[src/rtl/ipf_pkg.sv]
package ipf_pkg;

    // Fetch engine phase
    typedef enum logic [1:0] {
        ST_IDLE,   // out of reset, nothing requested
        ST_FIRST,  // redirect taken, target not yet requested
        ST_RUN     // streaming sequential requests
    } fetch_st_e;

endpackage

[src/rtl/ipf_ptrs.sv]
module ipf_ptrs
    import ipf_pkg::*;
#(
    parameter int unsigned ADDR_W = 16,
    parameter int unsigned DEPTH  = 8
) (
    input  logic              clk,
    input  logic              rst_n,
    input  logic              redir_valid,
    input  logic [ADDR_W-1:0] redir_addr,
    input  logic              adv_ok,
    output logic [ADDR_W-1:0] ir,
    output logic [ADDR_W-1:0] ub,
    output logic [ADDR_W-1:0] lb,
    output logic [ADDR_W-1:0] req_addr,
    output logic              issue,
    output logic              have
);

    localparam int unsigned       IDX_W = $clog2(DEPTH);
    localparam logic [ADDR_W-1:0] ONE   = ADDR_W'(1);
    localparam logic [ADDR_W-1:0] SLOTS = ADDR_W'(DEPTH);

    typedef struct packed {
        fetch_st_e         st;
        logic [ADDR_W-1:0] ir;
        logic [ADDR_W-1:0] ub;
        logic [ADDR_W-1:0] lb;
    } ptr_t;

    ptr_t              q, d;
    logic [ADDR_W-1:0] ahead;
    logic [ADDR_W-1:0] nxt;
    logic              room;
    logic              wrap;

    always_comb begin
        d     = q;
        // doublewords requested at or beyond the decode pointer (0..DEPTH)
        ahead = q.ub + ONE - q.ir;
        nxt   = (q.st == ST_FIRST) ? q.ub : q.ub + ONE;
        room  = (q.st == ST_FIRST) || ((q.st == ST_RUN) && (ahead < SLOTS));
        issue = room && !redir_valid;
        // new fetch lands on the oldest resident slot
        wrap  = (q.st == ST_RUN) && (nxt[IDX_W-1:0] == q.lb[IDX_W-1:0]);

        if (redir_valid) begin
            d.st = ST_FIRST;
            d.ir = redir_addr;
            d.ub = redir_addr;
            d.lb = redir_addr;
        end else begin
            if (adv_ok) begin
                d.ir = q.ir + ONE;
            end
            if (issue) begin
                d.st = ST_RUN;
                d.ub = nxt;
                if (wrap) begin
                    d.lb = q.lb + ONE;
                end
            end
        end
    end

    always_ff @(posedge clk or negedge rst_n) begin
        if (!rst_n) begin
            q <= '{st: ST_IDLE, ir: '0, ub: '0, lb: '0};
        end else begin
            q <= d;
        end
    end

    assign ir       = q.ir;
    assign ub       = q.ub;
    assign lb       = q.lb;
    assign req_addr = nxt;
    assign have     = (q.st == ST_RUN) && (ahead != '0);

    // never more than DEPTH doublewords requested ahead of decode
    p_window_r4: assert property (@(posedge clk) disable iff (!rst_n)
        (q.st == ST_RUN) |-> ((q.ub + ONE - q.ir) <= SLOTS));

    // bounds never span more than the ring
    p_span_r5: assert property (@(posedge clk) disable iff (!rst_n)
        (q.st == ST_RUN) |-> ((q.ub - q.lb) < SLOTS));

    // lower bound only moves in step with the upper bound
    p_lb_step_r5: assert property (@(posedge clk) disable iff (!rst_n)
        (!$past(redir_valid) && (q.lb != $past(q.lb)))
            |-> ((q.lb == $past(q.lb) + ONE) && (q.ub == $past(q.ub) + ONE)));

    // redirect collapses all three pointers onto the target
    p_redir_r2: assert property (@(posedge clk) disable iff (!rst_n)
        $past(redir_valid) |-> ((q.st == ST_FIRST) && (q.ir == $past(redir_addr))
                                && (q.ub == q.ir) && (q.lb == q.ir)));

endmodule

[src/rtl/ipf_track.sv]
module ipf_track #(
    parameter int unsigned DEPTH   = 8,
    parameter int unsigned LAT_MAX = 16
) (
    input  logic                     clk,
    input  logic                     rst_n,
    input  logic                     redir_valid,
    input  logic [$clog2(DEPTH)-1:0] redir_slot,
    input  logic                     issue,
    input  logic                     rsp_valid,
    output logic                     live_wr,
    output logic [$clog2(DEPTH)-1:0] wr_slot
);

    localparam int unsigned      IDX_W = $clog2(DEPTH);
    localparam int unsigned      CNT_W = $clog2(LAT_MAX + DEPTH + 1);
    localparam logic [CNT_W-1:0] C_ONE = CNT_W'(1);
    localparam logic [IDX_W-1:0] I_ONE = IDX_W'(1);

    typedef struct packed {
        logic [CNT_W-1:0] pend;  // live requests awaiting data
        logic [CNT_W-1:0] drop;  // stale requests still to be swallowed
        logic [IDX_W-1:0] ret;   // slot of next live response
    } trk_t;

    trk_t q, d;

    always_comb begin
        d       = q;
        live_wr = rsp_valid && !redir_valid && (q.drop == '0);

        if (redir_valid) begin
            d.drop = q.drop + q.pend - {{(CNT_W-1){1'b0}}, rsp_valid};
            d.pend = '0;
            d.ret  = redir_slot;
        end else begin
            if (rsp_valid) begin
                if (q.drop != '0) begin
                    d.drop = q.drop - C_ONE;
                end else begin
                    d.pend = q.pend - C_ONE;
                end
            end
            if (issue) begin
                d.pend = d.pend + C_ONE;
            end
            if (live_wr) begin
                d.ret = q.ret + I_ONE;
            end
        end
    end

    always_ff @(posedge clk or negedge rst_n) begin
        if (!rst_n) begin
            q <= '{pend: '0, drop: '0, ret: '0};
        end else begin
            q <= d;
        end
    end

    assign wr_slot = q.ret;

    // live outstanding requests never exceed the ring size
    p_pend_r6: assert property (@(posedge clk) disable iff (!rst_n)
        q.pend <= CNT_W'(DEPTH));

    // every response belongs to some request, live or stale
    p_rsp_owned_r6: assert property (@(posedge clk) disable iff (!rst_n)
        rsp_valid |-> ((q.pend + q.drop) != '0));

endmodule

[src/rtl/ipf_slots.sv]
module ipf_slots #(
    parameter int unsigned DEPTH  = 8,
    parameter int unsigned DATA_W = 64
) (
    input  logic                     clk,
    input  logic                     rst_n,
    input  logic                     clr_all,
    input  logic                     clr_en,
    input  logic [$clog2(DEPTH)-1:0] clr_slot,
    input  logic                     wr_en,
    input  logic [$clog2(DEPTH)-1:0] wr_slot,
    input  logic [DATA_W-1:0]        wr_data,
    input  logic [$clog2(DEPTH)-1:0] rd_slot,
    output logic [DATA_W-1:0]        rd_data,
    output logic                     rd_ok
);

    localparam int unsigned IDX_W = $clog2(DEPTH);

    logic [DATA_W-1:0] word [DEPTH];
    logic [DEPTH-1:0]  full;

    for (genvar g = 0; g < DEPTH; g++) begin : g_slot
        localparam logic [IDX_W-1:0] ME = IDX_W'(g);

        logic [DATA_W-1:0] dw_d, dw_q;
        logic              v_d, v_q;

        always_comb begin
            dw_d = dw_q;
            v_d  = v_q;
            if (clr_all) begin
                v_d = 1'b0;
            end else if (wr_en && (wr_slot == ME)) begin
                dw_d = wr_data;
                v_d  = 1'b1;
            end else if (clr_en && (clr_slot == ME)) begin
                v_d = 1'b0;
            end
        end

        always_ff @(posedge clk or negedge rst_n) begin
            if (!rst_n) begin
                dw_q <= '0;
                v_q  <= 1'b0;
            end else begin
                dw_q <= dw_d;
                v_q  <= v_d;
            end
        end

        assign word[g] = dw_q;
        assign full[g] = v_q;
    end

    assign rd_data = word[rd_slot];
    assign rd_ok   = full[rd_slot];

    // a returning doubleword never targets the slot being reclaimed
    p_wr_clr_r7: assert property (@(posedge clk) disable iff (!rst_n)
        (wr_en && clr_en) |-> (wr_slot != clr_slot));

endmodule

[src/rtl/ipf_stack.sv]
module ipf_stack #(
    parameter int unsigned ADDR_W  = 16,
    parameter int unsigned DATA_W  = 64,
    parameter int unsigned DEPTH   = 8,
    parameter int unsigned LAT_MAX = 16
) (
    input  logic              clk,
    input  logic              rst_n,
    input  logic              redir_valid,
    input  logic [ADDR_W-1:0] redir_addr,
    output logic              req_valid,
    output logic [ADDR_W-1:0] req_addr,
    input  logic              rsp_valid,
    input  logic [DATA_W-1:0] rsp_data,
    output logic              dec_valid,
    output logic [ADDR_W-1:0] dec_addr,
    output logic [DATA_W-1:0] dec_data,
    input  logic              dec_advance,
    output logic [ADDR_W-1:0] win_lo,
    output logic [ADDR_W-1:0] win_hi
);

    localparam int unsigned IDX_W = $clog2(DEPTH);

    logic [ADDR_W-1:0] ir, ub, lb, nxt_addr;
    logic              issue, have, adv_ok, live_wr, slot_ok;
    logic [IDX_W-1:0]  wr_slot;

    assign dec_valid = have && slot_ok;
    assign adv_ok    = dec_valid && dec_advance;

    ipf_ptrs #(.ADDR_W(ADDR_W), .DEPTH(DEPTH)) u_ptrs (
        .clk        (clk),
        .rst_n      (rst_n),
        .redir_valid(redir_valid),
        .redir_addr (redir_addr),
        .adv_ok     (adv_ok),
        .ir         (ir),
        .ub         (ub),
        .lb         (lb),
        .req_addr   (nxt_addr),
        .issue      (issue),
        .have       (have)
    );

    ipf_track #(.DEPTH(DEPTH), .LAT_MAX(LAT_MAX)) u_track (
        .clk        (clk),
        .rst_n      (rst_n),
        .redir_valid(redir_valid),
        .redir_slot (redir_addr[IDX_W-1:0]),
        .issue      (issue),
        .rsp_valid  (rsp_valid),
        .live_wr    (live_wr),
        .wr_slot    (wr_slot)
    );

    ipf_slots #(.DEPTH(DEPTH), .DATA_W(DATA_W)) u_slots (
        .clk     (clk),
        .rst_n   (rst_n),
        .clr_all (redir_valid),
        .clr_en  (issue),
        .clr_slot(nxt_addr[IDX_W-1:0]),
        .wr_en   (live_wr),
        .wr_slot (wr_slot),
        .wr_data (rsp_data),
        .rd_slot (ir[IDX_W-1:0]),
        .rd_data (dec_data),
        .rd_ok   (slot_ok)
    );

    assign req_valid = issue;
    assign req_addr  = nxt_addr;
    assign dec_addr  = ir;
    assign win_lo    = lb;
    assign win_hi    = ub;

    // back-to-back requests climb by one doubleword
    p_seq_r3: assert property (@(posedge clk) disable iff (!rst_n)
        (req_valid && $past(req_valid) && !$past(redir_valid))
            |-> (req_addr == $past(req_addr) + ADDR_W'(1)));

    // ring is empty right after a redirect
    p_dec_empty_r2: assert property (@(posedge clk) disable iff (!rst_n)
        $past(redir_valid) |-> !dec_valid);

    // decode pointer frozen while nothing valid is offered
    p_ir_hold_r8: assert property (@(posedge clk) disable iff (!rst_n)
        (!$past(redir_valid) && !$past(dec_valid)) |-> (dec_addr == $past(dec_addr)));

    // redirect beats a simultaneous advance
    p_redir_wins_r9: assert property (@(posedge clk) disable iff (!rst_n)
        ($past(redir_valid) && $past(dec_advance)) |-> (dec_addr == $past(redir_addr)));

endmodule

[config.mk]
export PLATFORM = sky130hd
export DESIGN_NAME = ipf_stack
export DESIGN_NICKNAME = d
export VERILOG_FILES = /design/src/rtl/ipf_pkg.sv /design/src/rtl/ipf_ptrs.sv /design/src/rtl/ipf_track.sv /design/src/rtl/ipf_slots.sv /design/src/rtl/ipf_stack.sv
export SDC_FILE = /design/constraint.sdc
export NUM_CORES = 1
export LEC_CHECK = 0
export ABC_CLOCK_PERIOD_IN_PS = 5700
export BUFFER_PORTS_ARGS = -buffer_cell sky130_fd_sc_hd__buf_2
export CAP_MARGIN = 40
export CORE_UTILIZATION = 35
export DETAILED_ROUTE_END_ITERATION = 16
export PLACE_DENSITY = 0.59
export SETUP_SLACK_MARGIN = 0.02
export SLEW_MARGIN = 20
export SYNTH_ARGS = -nofsm -noshare
export SYNTH_HDL_FRONTEND = slang
export SYNTH_SLANG_ARGS = --single-unit
[constraint.sdc]
create_clock -name clk -period 5.7 [get_ports clk]
set_clock_uncertainty 0.15 [all_clocks]
set_input_delay 1.425 -clock clk [delete_from_list [all_inputs] [get_ports clk]]
set_output_delay 1.425 -clock clk [all_outputs]
set_load 0.05 [all_outputs]
==> summary.md, run 1 <==
At the end of the flow, the number of nets in the layout was 2502. The tools report the number of hold violations in the final report as 0. The routed design uses 3900 um of met3 wire. Of the total synthesized cell area, the portion taken by XOR and XNOR cells is 1.96%.

The worst hold path belongs to the class reg -> reg. The post-synthesis simple-gate area fraction came out at 7.81%. For the DRC marker count from the first detailed-route iteration, the log shows 1028. Number of distinct library cells after synthesis: 78. The logs give 3730 uW for the net switching power of the design and 35.3% for the effective utilization at floorplan. The worst register-to-register path ends at u_ptrs.lb[7]$_DFFE_PN0P_.

The logs give 2340 for the net count of the mapped netlist and 31000 um^2 for the placed standard-cell area. Most used flip-flop cell after synthesis: sky130_fd_sc_hd__dfrtp_1. The area growth from synthesis to layout is 16.6%. Setup violations remaining at the end of the flow were counted as 0.

The synthesized design contains 0 enable-type register cells. The share of cells above drive strength 1 was 45.3%. For this design, the CTS-stage hold fixing added 0 buffers.

For the leakage power figure, the log shows 0.0165 uW. The worst setup path is of the reg -> out kind. Once detailed placement completed, the half-perimeter wirelength came to 46900 um. Routability-driven placement finished with a final weighted congestion of 0.876. The number of buffers on the longest clock path is 3. Combinational family with the most area after synthesis: multiplexers. Hold path startpoint: u_slots.g_slot[6].dw_q[58]$_DFFE_PN0P_.

Measured along the y axis, the die boundary spans 290 um. For the filler cell count in the final layout, the log shows 7631. The post-synthesis compound-gate area fraction works out to 3.99%. The worst hold path terminates at u_slots.g_slot[6].dw_q[58]$_DFFE_PN0P_. For this block, the routed nets add up to 76600 um of wire.

Data on the critical path is required at its endpoint by 4.12 ns. In this run switching power makes up 30.3% of total power. The worst hold slack was 0.346 ns; the number of buffers created by CTS was 68. For the worst-skew pair, the clock arrives at the later sink with an insertion delay of 0.61 ns.

The worst setup path is captured at an output pin. The ratio of total power to cell area came out at 365 nW/um^2. Of all nets on the critical path, the largest fanout is 4.

The internal portion of the total power is 8590 uW. The number of nets with antenna violations after detailed routing is 0. After Yosys synthesis, full adders, half adders and majority gates account for 1.65% of the synthesized area. CTS built an H-tree with a depth of 3. The flow ran to the end, and the final reports show no timing, DRC or antenna violations. The peak supply drop came out at 0.220 mV. Average wire per standard cell: 21.8 um. Across the run, the number of max-cap violations was 0. For this run, the top clock speed supported by timing is 177 MHz. Counting every instance in the synthesized netlist gives 2218. The logs give 583 for the total number of clock tree sinks and 19800 for the number of global-route vias before repair. In this run the count of I/O pins placed on the die edge is 215. Entering global routing, the biggest net connects 156 pins. Global routing consumed, over all layers together, 18.3% of the routing resources. Setup repair after global routing could not meet its margin everywhere. In this run, the clock network consumes 36.3% of the power. The run gives 118000 um as the wire length of the first global-routing pass. For the final number of max-transition violations, the log shows 0. The share of total power dissipated in combinational logic is 22.5%. In the routed layout, each cell is associated on average with a via count of 5.37. The width of the die is 290 um, and the relative contribution of sequential cells to total power is 41.2%.

Highest layer used for signal routing: met5. STA classifies the critical path startpoint as a flop. Summing the sequential cell areas from Yosys gives 50.4% of the chip area. The average size of a mapped cell came out at 13.0 um^2. The area of all placed cells without fillers was 33700 um^2.

The total standard cell area after synthesis is 28900 um^2. For the finished layout, the period the worst path requires is 5.64 ns. The number of cells on the worst reg-to-reg path is 20. Summed over all nets, wire length on met2 after detailed routing comes to 38300 um.

The count of standard-cell rows came out at 105. The tools report the total placed cells including tap cells as 3359. After detailed routing, the number of remaining DRC violations is 0. The number of antenna violations at the first check in global routing was 8; the share of the clock period used by the worst path after layout was 99.0%. In this run the standard cell core region covers 82000 um^2. For this block, wires on met1 add up to 32300 um. The startpoint of the worst register-to-register path was u_ptrs.ub[1]$_DFFE_PN0P_. The pre-antenna-repair detailed-routing pass consisted of 5 iterations. Yosys printed 0 warnings. After synthesis the netlist holds a flip-flop and latch count of 583. TritonCTS built the clock tree.

The multiplexer share of the synthesized area is 30.4%. For flop-to-flop paths, the worst setup slack is 1.16 ns. Fraction of registers with async set/reset: 100%. For the pin with the worst max-slew slack, the measured transition is 0.883 ns. Clock-pin slew was measured on the worst setup and hold paths at 0.05 ns.

The worst hold path depth works out to 1. Summing over every cut layer, the via total after detailed routing is 18800. The arrival time at the worst endpoint is 4.07 ns. The remaining global-route overflow was 0.

The floorplan step defined a die boundary enclosing 83800 um^2. CTS placed an instance of sky130_fd_sc_hd__clkbuf_16 at the clock tree root. The post-layout instance count excluding filler cells came out at 3506. The number of port buffers was 214; the relative slew slack was 41.1%.
critical path: stages (launching register included):
cell	delay, ns
sky130_fd_sc_hd__dfrtp_1	0.41
sky130_fd_sc_hd__ha_4	0.15
sky130_fd_sc_hd__and3_4	0.18
sky130_fd_sc_hd__and3_4	0.22
sky130_fd_sc_hd__nand3_4	0.11
sky130_fd_sc_hd__nor2_4	0.18
sky130_fd_sc_hd__nand3_2	0.09
sky130_fd_sc_hd__xnor2_1	0.21
sky130_fd_sc_hd__ha_2	0.35
sky130_fd_sc_hd__buf_6	0.14
sky130_fd_sc_hd__a21oi_2	0.11
sky130_fd_sc_hd__a21oi_1	0.07
sky130_fd_sc_hd__nor2_1	0.17
sky130_fd_sc_hd__a21oi_2	0.07
sky130_fd_sc_hd__xnor2_2	0.20
sky130_fd_sc_hd__nor4_2	0.27
sky130_fd_sc_hd__buf_4	0.17
sky130_fd_sc_hd__a21oi_4	0.07
sky130_fd_sc_hd__nor2_4	0.15
sky130_fd_sc_hd__buf_8	0.16
metal layers:
metal / GRT usage, % / vias up
met2: 30.7 / 475
met3: 3.35 / 133
li1: - / 8361
met4: 5.80 / 12
met1: 23.9 / 9855
met5: 0 / -
layout make-up:
type,instances,area (um^2),area share [%]
Timing Repair Buffer,277,1790,5.30
Tap cell,1070,1340,3.97
Clock buffer,93,1960,5.80
Sequential cell,583,14600,43.3
Antenna cell,4,10.0,0.0297
Multi-Input combinational cell,1401,13500,40.1
Clock inverter,29,350,1.04
Inverter,49,185,0.549
cells in the mapped netlist, drive strengths merged, types with 35 or more instances:
| library cell | instances | area [um^2] |
|---|---|---|
| xnor2 | 46 | 410 |
| ha | 35 | 438 |
| a21oi | 42 | 225 |
| clkbuf | 100 | 377 |
| nor2 | 52 | 195 |
| mux2 | 513 | 5780 |
| buf | 85 | 542 |
| inv | 48 | 180 |
| nand2 | 269 | 1010 |
| mux4 | 130 | 2930 |
| dfrtp | 583 | 14600 |
power by group through the flow:
stage | clock network (uW) | registers [uW] | logic [uW]
global route | 4760 | 5150 | 3020
finish | 4470 | 5080 | 2770
CTS | 4600 | 5070 | 2760
detailed placement | 0 | 5140 | 2710
floorplan | 0 | 5010 | 2070
global placement | 0 | 5080 | 2630
sequential cells by signal (all words and copies together), names as in the netlist:
name and flops:
u_slots.g_slot.dw_q 512, u_ptrs.q 2, u_ptrs.lb 16, u_ptrs.ub 16
u_ptrs.ir 16, u_track.q 10, u_track.wr_slot 3, u_slots.g_slot.v_q 8
how the worst max path moves through the flow:
stage	endpoint	start	slack [ns]	cells past startpoint
2_1_floorplan	req_valid	u_ptrs.ub[0]$_DFFE_PN0P_	0.11	19
3_3_place_gp	dec_valid	u_ptrs.ub[0]$_DFFE_PN0P_	0.14	18
3_5_place_dp	dec_valid	u_ptrs.ub[1]$_DFFE_PN0P_	-0.05	17
4_1_cts	dec_valid	u_ptrs.ub[1]$_DFFE_PN0P_	0.02	14
5_1_grt	req_valid	u_ptrs.ub[0]$_DFFE_PN0P_	-0.14	19
6_report	req_valid	u_ptrs.ub[1]$_DFFE_PN0P_	0.06	19
cells in the final DEF, fill, tap and decap left out, drive strengths merged, types with 6 or more instances in the layout:
master and count:
dfrtp 583, mux2 513, buf 277, nand2 269
mux4 130, clkbuf 93, inv 53, nor2 52
xnor2 46, a21oi 42, ha 35, nor3 27
nor4 27, nand3 27, o21ai 26, nand4 22
a211oi 19, clkinv 18, xor2 17, and3 17
a31oi 13, nand2b 11, o311ai 10, a21o 8
mux2i 8, and4 7, o311a 6, and2 6
cells by family (layout without fill, tap and decap cells):
| group | after synthesis | after routing |
|---|---|---|
| compound gates | 162 | 162 |
| xor+xnor | 63 | 63 |
| fa+ha+maj | 37 | 37 |
| buf+inv | 234 | 448 |
| flops | 583 | 583 |
| mux | 651 | 651 |
| other cells | 0 | 4 |
| simple gates | 488 | 488 |
metrics by stage:
| stage | total power [uW] | setup TNS, ns | util (%) | setup slack, ns |
|---|---|---|---|---|
| after floorplan | 7080 | 0 | - | 0.110 |
| after global placement | 7700 | 0 | 37.8 | 0.139 |
| after detailed placement | 7850 | -0.0503 | 37.8 | -0.0503 |
| after CTS | 12400 | 0 | 40.9 | 0.0217 |
| after global routing | 12900 | -0.265 | 41.2 | -0.138 |
| final | 12300 | 0 | 41.2 | 0.0568 |
timing repair:
item / CTS / global route
setup endpoints to repair: 2 / 2
hold endpoints to repair: 0 / 0
resized for setup: 29 / 29
setup buffers: 10 / 11
pin swaps: 10 / 18
No activity file was read; power rests on OpenSTA's default activity.
==> run 2, diff against run 1 <==
Settings changed: CELL_PAD_IN_SITES_DETAIL_PLACEMENT set to 1, CELL_PAD_IN_SITES_GLOBAL_PLACEMENT set to 1, PLACE_DENSITY 0.59 to 0.68.
==> run 2 against run 1 <==
Net effect: critical endpoint unchanged; clock-buffer cell count increased by 4; critical path depth shrank 2; maximum frequency is 1.3% higher; power is 0.79% higher; core utilization grew 0.18 points; non-clock buffer count up 9; routed wire length grew 8.1%; via count is 1.4% higher.
==> summary.md, run 2 (synthesized netlist as in run 1, its figures left out) <==
The ratio of total power to cell area is 366 nW/um^2 (+0.35%), and the top fanout value on the critical path is 5 (+1). The tools report the floorplan die area as 83800 um^2 (unchanged). The run gives 0 (unchanged) as the final number of max-transition violations. The tools report the filler cell count in the final layout as 8532 (+12%). Maximum number of pins on one net before global-route repair: 136 (-13%). The deepest level of the CTS H-tree came out at 3 (unchanged). The worst min-delay path class was reg -> reg.

The relative slew slack is 28.0% (-13 points), and the net total in the final layout is 2512 (+0.40%). The run finished with clean final reports. The tools report the sum of routed wire length over all layers as 82800 um (+8.1%).

The smallest setup slack after layout is 0.130 ns (+0.0731 ns). The effective utilization at floorplan is 35.3% (unchanged). The flip-flop count of the largest register after layout came out at 512 (unchanged). For the worst endpoint required time, the log shows 4.12 ns (about the same). Number of global-route vias before repair: 21000 (+6.0%).

The per-cell via count in the routed design was 5.44 (+1.3%). TritonCTS built the clock tree. The total number of clock tree sinks is 583 (unchanged), and the share of the clock period used by the worst path after layout is 97.7% (-1.3 points). The count of standard-cell rows was 105 (unchanged); the final cell utilization of the core was 41.4% (+0.18 points). Setup violation total in the final timing report: 0 (unchanged).

The top cell types in the final layout, fill and taps aside, are 578 x sky130_fd_sc_hd__dfrtp_1, 513 x sky130_fd_sc_hd__mux2_2, 264 x sky130_fd_sc_hd__nand2_1. Maximum clock frequency: 180 MHz (+1.3%). The pin slew with the least headroom to its limit came out at 1.08 ns (+0.196 ns).

The type of element capturing the critical path was an output pin. The peak supply drop came out at 0.224 mV (+1.6%). The total via count after detailed routing is 19100 (+1.4%). For the number of antenna violations at the first check in global routing, the log shows 11 (+3). The run gives 12400 uW (+0.79%) as the power after layout. The tools report the post-route DRC violation count as 0 (unchanged). The clock-pin slew on the worst setup and hold paths was 0.06 ns (about the same); the number of nets with antenna violations after detailed routing was 0 (unchanged). The number of max-cap violations is 0 (unchanged). STA classifies the critical path startpoint as a flop. Source-to-sink clock delay at the later pin of the worst-skew pair: 0.61 ns (about the same).

The wire length of the first global-routing pass is 128000 um (+8.8%). The most frequent standard cell in the layout excluding fill and tap cells is sky130_fd_sc_hd__dfrtp_1. The number of antenna cells inserted was 0 (-4).

The number of buffers created by CTS is 69 (+1.5%). Most flop-heavy register: u_slots.g_slot.dw_q. Setup repair after global routing could not meet its margin everywhere. The routability-driven placement congestion ratio is 0.818 (-6.7%).

The leakage power figure was 0.0166 uW (+0.41%). The first-pass detailed-route iteration total came out at 5 (unchanged). The share of cells above drive strength 1 was 45.7% (+0.41 points). The run gives 82000 um^2 (unchanged) as the core area.

The number of buffers on the longest clock path came out at 3 (unchanged). The setup path with the least slack is of type reg -> out. The final setup TNS is 0 ns (unchanged). The arrival time at the worst endpoint is 4.00 ns (-0.07 ns), and the DRC marker count from the first detailed-route iteration is 905 (-12%). The post-DP HPWL is 51600 um (+10%). The number of port buffers came out at 214 (unchanged). The final critical-path required period is 5.57 ns (-0.0731 ns), and the die span in y is 290 um (unchanged). The tools report the remaining global-route overflow as 0 (unchanged). The run gives 3364 (+0.15%) as the total placed cells including tap cells. The total track usage was 20.0% (+1.7 points). The tree is rooted in a sky130_fd_sc_hd__clkbuf_16.

The placement-stage worst setup slack is -0.0763 ns (-0.0260 ns). The number of hold violations in the final report is 0 (unchanged). The run gives 215 (unchanged) as the boundary pin count. The signed area change from the synthesized netlist to the final layout came out at 17.2%. The width of the die is 290 um (unchanged).

The average wire per standard cell is 23.6 um (+8.0%), and the post-layout instance count excluding filler cells is 3511 (+0.14%).
==> run 2: cell count changes in the layout (fill, tap and decap cells not counted), sizes merged <==
cell / before / now
clkinv: 18 / 19
clkbuf: 93 / 97
diode: 4 / 0
inv: 53 / 49
buf: 277 / 286
clkinvlp: 2 / 1
==> run 2: repair_timing <==
| action | 4_1_cts | 5_1_grt |
|---|---|---|
| pin swaps | 15 | 20 |
| setup buffers | 13 | 12 |
| hold endpoints to repair | 0 | 0 |
| endpoints found under the setup margin | 2 | 2 |
| hold buffers | 0 | 0 |
| gates resized for setup | 35 | 37 |
==> run 2: critical path, cell delays in order (launching register included) <==
cell and delay, ns:
sky130_fd_sc_hd__dfrtp_1 0.41, sky130_fd_sc_hd__buf_6 0.14, sky130_fd_sc_hd__and3_4 0.20, sky130_fd_sc_hd__and4_4 0.25
sky130_fd_sc_hd__and3_4 0.24, sky130_fd_sc_hd__nand3_1 0.10, sky130_fd_sc_hd__xnor2_1 0.16, sky130_fd_sc_hd__ha_1 0.41
sky130_fd_sc_hd__nand2_1 0.09, sky130_fd_sc_hd__o21ai_1 0.24, sky130_fd_sc_hd__nor2_1 0.10, sky130_fd_sc_hd__a21oi_2 0.19
sky130_fd_sc_hd__xnor2_2 0.12, sky130_fd_sc_hd__nor4_2 0.22, sky130_fd_sc_hd__buf_4 0.17, sky130_fd_sc_hd__a21oi_4 0.07
sky130_fd_sc_hd__nor2_4 0.14, sky130_fd_sc_hd__buf_8 0.15
==> run 2: layer usage <==
layer | global-route usage (%) | vias up | wire [um]
met2 | 34.0 | 401 | 41700
met1 | 26.1 | 10200 | 35500
met5 | 0 | - | 129
li1 | - | 8366 | -
met3 | 3.66 | 152 | 3510
met4 | 5.31 | 20 | 2010
==> run 2: power by group <==
group | total (uW) | internal, uW | switching (uW)
clock | 4490 | 2690 | 1800
sequential | 5100 | 4740 | 361
combinational | 2830 | 1200 | 1630
==> run 2: through the flow <==
stage,hold slack (ns),instance area [um^2]
6_report,0.350,33900
5_1_grt,0.359,33900
4_1_cts,0.351,33600
3_5_place_dp,0.338,31100
3_3_place_gp,0.331,31000
2_1_floorplan,0.324,28900
==> run 2: final timing paths <==
kind | from | end | slack [ns] | cells after the start
min in group asynchronous | rst_n | u_ptrs.ir[5]$_DFFE_PN0P_ | 0.73 | 1
worst max-delay path | u_ptrs.ub[0]$_DFFE_PN0P_ | req_valid | 0.13 | 17
max in group asynchronous | rst_n | u_slots.g_slot[2].dw_q[54]$_DFFE_PN0P_ | 3.33 | 3
worst max register to register | u_ptrs.ub[0]$_DFFE_PN0P_ | u_ptrs.lb[10]$_DFFE_PN0P_ | 1.18 | 20
worst min-delay path | u_slots.g_slot[2].dw_q[34]$_DFFE_PN0P_ | u_slots.g_slot[2].dw_q[34]$_DFFE_PN0P_ | 0.35 | 1
worst min register to register | u_slots.g_slot[2].dw_q[34]$_DFFE_PN0P_ | u_slots.g_slot[2].dw_q[34]$_DFFE_PN0P_ | 0.35 | 1
==> run 2: cell type report <==
type / count / area (um^2) / area share, %
Inverter: 49 / 185 / 0.546
Multi-Input combinational cell: 1401 / 13600 / 40.1
Timing Repair Buffer: 286 / 1860 / 5.50
Clock buffer: 97 / 1990 / 5.88
Clock inverter: 25 / 330 / 0.974
Sequential cell: 583 / 14600 / 43.1
Tap cell: 1070 / 1340 / 3.95
